$ cat src/rtl/pwm3_pkg.sv
package pwm3_pkg;
  localparam int unsigned NPH = 3;

  localparam logic [2:0] ADDR_PERIOD = 3'd0;
  localparam logic [2:0] ADDR_DUTY0  = 3'd1;
  localparam logic [2:0] ADDR_DEAD   = 3'd4;

  // high side on at half-index idx: fully on when duty reaches the period,
  // otherwise on in the last (duty - dead) indices of the half
  function automatic logic hi_on(input int unsigned idx, input int unsigned duty,
                                 input int unsigned per, input int unsigned dead);
    if (duty >= per) return 1'b1;
    if (duty <= dead) return 1'b0;
    return (idx + duty) >= (per + dead);
  endfunction

  // low side on at half-index idx: the complement window shrunk by dead time
  function automatic logic lo_on(input int unsigned idx, input int unsigned duty,
                                 input int unsigned per, input int unsigned dead);
    if (duty >= per) return 1'b0;
    if (duty <= dead) return 1'b1;
    return (idx + duty + dead) < per;
  endfunction
endpackage

$ cat src/rtl/pwm3_regs.sv
module pwm3_regs
  import pwm3_pkg::*;
#(
  parameter int unsigned W = 12
) (
  input  logic                  clk,
  input  logic                  rst_n,
  input  logic                  wr_en,
  input  logic [2:0]            wr_addr,
  input  logic [W-1:0]          wr_data,
  input  logic                  load_all,
  input  logic                  load_mid,
  output logic                  armed,
  output logic [W-1:0]          act_period,
  output logic [W-1:0]          act_dead,
  output logic [NPH-1:0][W-1:0] act_duty
);
  localparam int unsigned NFLAG = NPH + 1;

  logic [W-1:0]           sh_period;
  logic [W-1:0]           sh_dead;
  logic [NPH-1:0][W-1:0]  sh_duty;
  logic [NFLAG-1:0]       written;

  assign armed = &written;

  always_ff @(posedge clk or negedge rst_n) begin
    if (!rst_n) begin
      sh_period  <= '0;
      sh_dead    <= '0;
      sh_duty    <= '0;
      written    <= '0;
      act_period <= '0;
      act_dead   <= '0;
      act_duty   <= '0;
    end else begin
      if (load_all) begin
        act_period <= sh_period;
        act_dead   <= sh_dead;
        act_duty   <= sh_duty;
      end else if (load_mid) begin
        act_duty   <= sh_duty;
      end
      if (wr_en) begin
        if (wr_addr == ADDR_PERIOD) begin
          sh_period  <= wr_data;
          written[0] <= 1'b1;
        end
        if (wr_addr == ADDR_DEAD) sh_dead <= wr_data;
        for (int k = 0; k < NPH; k++) begin
          if (wr_addr == ADDR_DUTY0 + 3'(k)) begin
            sh_duty[k]   <= wr_data;
            written[k+1] <= 1'b1;
          end
        end
      end
    end
  end

  // period and dead time change only through a period-start transfer
  p_period_hold_r6: assert property (@(posedge clk) disable iff (!rst_n)
    !load_all |=> $stable(act_period) && $stable(act_dead));

  // duties change only at a transfer strobe
  p_duty_hold_r8: assert property (@(posedge clk) disable iff (!rst_n)
    (!load_all && !load_mid) |=> $stable(act_duty));
endmodule

$ cat src/rtl/pwm3_counter.sv
module pwm3_counter #(
  parameter int unsigned W = 12
) (
  input  logic         clk,
  input  logic         rst_n,
  input  logic         armed,
  input  logic         dbl_mode,
  input  logic [W-1:0] act_period,
  output logic         run,
  output logic         down,
  output logic [W-1:0] cnt,
  output logic         load_all,
  output logic         load_mid,
  output logic         sync
);
  logic at_mid;
  logic at_end;

  assign at_end   = run && down && (cnt == '0);
  assign at_mid   = run && !down && (({1'b0, cnt} + 1'b1) >= {1'b0, act_period});
  assign load_all = (!run && armed) || at_end;
  assign load_mid = at_mid && dbl_mode;
  assign sync     = run && !down && (cnt == '0);

  always_ff @(posedge clk or negedge rst_n) begin
    if (!rst_n) begin
      run  <= 1'b0;
      down <= 1'b0;
      cnt  <= '0;
    end else if (load_all) begin
      run  <= 1'b1;
      down <= 1'b0;
      cnt  <= '0;
    end else if (at_mid) begin
      down <= 1'b1;
    end else if (run) begin
      cnt  <= down ? cnt - 1'b1 : cnt + 1'b1;
    end
  end

  // half-index never leaves 0..P-1
  p_cnt_bound_r2: assert property (@(posedge clk) disable iff (!rst_n)
    (run && act_period != '0) |-> (cnt < act_period));

  // sync lasts one cycle
  p_sync_single_r2: assert property (@(posedge clk) disable iff (!rst_n)
    sync |=> !sync);
endmodule

$ cat src/rtl/pwm3_phase.sv
module pwm3_phase
  import pwm3_pkg::*;
#(
  parameter int unsigned W = 12
) (
  input  logic         clk,
  input  logic         rst_n,
  input  logic         run,
  input  logic [W-1:0] cnt,
  input  logic [W-1:0] period,
  input  logic [W-1:0] duty,
  input  logic [W-1:0] dead,
  output logic         hi,
  output logic         lo
);
  assign hi = run && hi_on(32'(cnt), 32'(duty), 32'(period), 32'(dead));
  assign lo = run && lo_on(32'(cnt), 32'(duty), 32'(period), 32'(dead));

  // the two sides of a pair never conduct together
  p_no_overlap_r4: assert property (@(posedge clk) disable iff (!rst_n)
    !(hi && lo));
endmodule

$ cat src/rtl/pwm3_timer.sv
module pwm3_timer
  import pwm3_pkg::*;
#(
  parameter int unsigned W = 12
) (
  input  logic         clk,
  input  logic         rst_n,
  input  logic         wr_en,
  input  logic [2:0]   wr_addr,
  input  logic [W-1:0] wr_data,
  input  logic         dbl_mode,
  output logic [2:0]   gate_hi,
  output logic [2:0]   gate_lo,
  output logic         sync
);
  logic                  armed;
  logic                  run;
  logic                  down;
  logic [W-1:0]          cnt;
  logic                  load_all;
  logic                  load_mid;
  logic [W-1:0]          act_period;
  logic [W-1:0]          act_dead;
  logic [NPH-1:0][W-1:0] act_duty;

  pwm3_regs #(.W(W)) u_regs (
    .clk(clk), .rst_n(rst_n), .wr_en(wr_en), .wr_addr(wr_addr),
    .wr_data(wr_data), .load_all(load_all), .load_mid(load_mid),
    .armed(armed), .act_period(act_period), .act_dead(act_dead),
    .act_duty(act_duty)
  );

  pwm3_counter #(.W(W)) u_cnt (
    .clk(clk), .rst_n(rst_n), .armed(armed), .dbl_mode(dbl_mode),
    .act_period(act_period), .run(run), .down(down), .cnt(cnt),
    .load_all(load_all), .load_mid(load_mid), .sync(sync)
  );

  for (genvar g = 0; g < NPH; g++) begin : g_phase
    pwm3_phase #(.W(W)) u_ph (
      .clk(clk), .rst_n(rst_n), .run(run), .cnt(cnt),
      .period(act_period), .duty(act_duty[g]), .dead(act_dead),
      .hi(gate_hi[g]), .lo(gate_lo[g])
    );
  end

  // quiet until armed
  p_idle_r1: assert property (@(posedge clk) disable iff (!rst_n)
    !armed |-> (gate_hi == 3'b000 && gate_lo == 3'b000 && !sync));
endmodule

$ cat config.mk
export PLATFORM = sky130hd
export DESIGN_NAME = pwm3_timer
export DESIGN_NICKNAME = d
export VERILOG_FILES = /design/src/rtl/pwm3_pkg.sv /design/src/rtl/pwm3_regs.sv /design/src/rtl/pwm3_counter.sv /design/src/rtl/pwm3_phase.sv /design/src/rtl/pwm3_timer.sv
export SDC_FILE = /design/constraint.sdc
export NUM_CORES = 1
export LEC_CHECK = 0
export ABC_AREA = 1
export BUFFER_PORTS_ARGS = -buffer_cell sky130_fd_sc_hd__buf_2
export CORE_MARGIN = 2
export CORE_UTILIZATION = 35
export CTS_BUF_LIST = sky130_fd_sc_hd__clkbuf_4 sky130_fd_sc_hd__clkbuf_8 sky130_fd_sc_hd__clkbuf_16
export CTS_CLUSTER_DIAMETER = 200
export DETAILED_ROUTE_END_ITERATION = 8
export HOLD_SLACK_MARGIN = 0.12
export PLACE_DENSITY = 0.56
export SETUP_SLACK_MARGIN = 0.5
export SKIP_LAST_GASP = 1
export SYNTH_ARGS = -nofsm -noshare
export SYNTH_HDL_FRONTEND = slang
export SYNTH_HIERARCHICAL = 1
export SYNTH_SLANG_ARGS = --single-unit
$ cat constraint.sdc
create_clock -name clk -period 6 [get_ports clk]
set_input_delay 0.6 -clock clk [delete_from_list [all_inputs] [get_ports clk]]
set_output_delay 0.6 -clock clk [all_outputs]
set_load 0.1 [all_outputs]
==> flow_metrics.tcl <==
set metrics [dict create \
    insertion_delay_ns 0.43 \
    mostFrequentLayoutCell "nand2_1" \
    drt_iter0_drc 840 \
    grt_pass1_wl_um 76600 \
    h-tree-depth 4 \
    slew_headroom_pct 31.10 \
    start_kind "register" \
    hp-class "in2async" \
    cts_buffers 17 \
    cp-startpoint "u_cnt/cnt[0]$_DFFE_PN0P_" \
    antenna_found_initial 0 \
    crit_arrival_ns 4.55 \
    cts.path.max_buffers 2 \
    placed_area_sq_um 16180 \
    cts-root-buf "clkbuf_16" \
    hold_slack_ns 0.1939 \
    layout-drive-gt1-share_pct 6.810 \
    max_cap_viol_count 0 \
    crit_type "reg2out" \
    fmax_ghz 0.1942 \
    final.setup_skew_ns 0.01618 \
    rrSetupSlack_ns 2.41 \
    routed_wl_um 49100 \
    syn_inst 2186 \
    grt_max_degree 71 \
    slew_violations 0 \
    yosysTopAreaCellShare_pct 22.72 \
    cp.required_ns 5.40 \
    most-common-layout-cells "655 x nand2_1, 312 x inv_1, 278 x ha_1" \
    cts_tree "yes" \
    ys_warn_count 6 \
    clkTransAtPathRegs_ns 0.06 \
    vias 14160 \
    gp_congestion 0.9443 \
    fillCellCount 4653 \
    coreArea_sq_um 43170 \
    avgViaCountPerCell 5.023 \
    cp_max_fo 8 \
    first_pass_iters 5 \
    die-height_um 213.5 \
    post_drt_wl_per_cell_um 17.42 \
    routed-wl-met3_um 1851 \
    dp_hpwl_um 37900 \
    period_needed_ns 5.149 \
    ys_seq_area_share_pct 22.48 \
    wl_met1_um 22490 \
    netlist.top_cell.by_area "ha_1" \
    synth_seq_cells 138 \
    setup_tns_ns 0 \
    synth_nets 2494 \
    remaining_drc_errors 0 \
    syn_to_final_growth_pct 9.374 \
    final_hold_viol_count 0 \
    portBuffers 25 \
    die_w_um 213.5 \
    grt_overflow 0 \
    synth_area_leaders "ha_1 23%, dfrtp_1 22%, nand2_1 16%, inv_1 7.6%, a21oi_1 5.1%" \
    final_area_sq_um 16800 \
    tightest_slew_ns 1.034 \
    grt_setup_unrepaired "true" \
    route.met2.wl_um 22450 \
    initial_core_util_pct 35.59 \
    final_nets 2527 \
    mappedNetlistArea_sq_um 15360 \
    hold_buffers 0 \
    r2r-start "u_cnt/cnt[0]$_DFFE_PN0P_" \
    cts_sinks 138 \
    row_count 76 \
    avgSynthCellArea_sq_um 7.028 \
    yosys.cell_types.count 47 \
    grt_pass1_vias 13910 \
    status "finished clean" \
    ant_nets 0 \
    setup_viol 0 \
    top_layer "met4" \
    die-area_sq_um 45590 \
    io_pins 26 \
    finalCritPeriodShare_pct 85.81 \
    end_kind "output pin" \
    gr-usage-all-layers_pct 22.14 \
]
-- synth_stat cells (all sizes together) --
library cell,n
fa,10
xnor2,58
ha,279
o31ai,1
nand3,133
clkinv,1
dfrtp,138
and3,1
nor4,3
nand2,669
o2111ai,2
or2,1
buf,30
a31oi,5
o21ai,106
nor3,21
o211ai,3
nor2,127
o21bai,7
nor3b,3
nand4,13
clkbuf,7
nand3b,6
a21oi,173
a21boi,4
and2,2
xor2,45
o21a,5
inv,319
a21o,14
-- layout make-up --
cell class | count | area [sq um] | area share (%)
inverter | 320 | 1201 | 7.148
timing repair buffer | 51 | 345.3 | 2.055
antenna | 2 | 5.005 | 0.02978
clock buffer | 20 | 460.4 | 2.740
multi-input combinational | 1691 | 10490 | 62.43
clock inverter | 12 | 115.1 | 0.6850
tap | 585 | 732.0 | 4.356
sequential | 138 | 3455 | 20.56
-- path summary, 6_finish.rpt --
| check | to | cells after the start |
|---|---|---|
| max | gate_lo[2] | 25 |
| min | u_cnt/cnt[10]$_DFFE_PN0P_ | 1 |
| max reg2reg | u_regs/act_duty[9]$_DFFE_PN0P_ | 20 |
| min reg2reg | u_regs/written[3]$_DFFE_PN0P_ | 2 |
| max in group asynchronous | u_regs/act_duty[21]$_DFFE_PN0P_ | 2 |
| min in group clk | u_regs/written[3]$_DFFE_PN0P_ | 2 |
-- critical path, cell delays in order (launching register included) --
cell	delay, ns
dfrtp_1	0.41
buf_4	0.20
ha_1	0.21
inv_1	0.08
fa_1	0.40
nor2_1	0.15
nor2_2	0.08
inv_2	0.07
a31oi_1	0.09
xnor2_1	0.29
ha_1	0.35
nand2_1	0.10
inv_2	0.04
nand2_1	0.05
nand2_1	0.06
a31oi_1	0.24
xnor2_1	0.17
ha_1	0.25
nand2_1	0.09
nor2_1	0.05
nor3_1	0.13
a21oi_1	0.11
nor2_2	0.10
nand2_1	0.06
a21oi_2	0.13
buf_6	0.23
-- per-layer routing --
| metal | GRT usage (%) | vias to the layer above |
|---|---|---|
| li1 | - | 7164 |
| met3 | 2.358 | 88 |
| met5 | 0 | - |
| met4 | 10.37 | 0 |
| met2 | 36.63 | 328 |
| met1 | 29.01 | 6580 |
-- registers in the layout (all words and copies together), names as in the netlist --
signal,flops
u_regs/written,4
u_cnt/down,1
u_regs/sh_dead,12
u_cnt/run,1
u_regs/act_period,12
u_cnt/cnt,12
u_regs/act_dead,12
u_regs/act_duty,36
u_regs/sh_duty,36
u_regs/sh_period,12
-- per-stage QoR --
step                instances  utilization (%)  worst slack (ns)
global placement         2784            37.48             1.217
floorplan                2186                -            0.5358
global route             2817            38.91            0.4777
finish                   2819            38.92            0.8513
detailed placement       2784            37.48             1.138
CTS                      2816            38.81            0.6668
-- timing repair --
item / CTS / global route
setup buffers: 0 / 1
setup endpoints to repair: 0 / 3
gates resized for setup: 0 / 12
-- kinds of logic after synthesis --
kind of cell,count (synthesis),synth area share (%)
compound gates,320,11.72
xor+xnor,103,5.872
fa+ha+maj,289,24.02
buf+inv,357,9.382
flops,138,22.48
simple gates,979,26.52
Power is left out: the tool's default activity adds up to more than one toggle a clock period on the data nets, which glitch-free logic cannot reach.
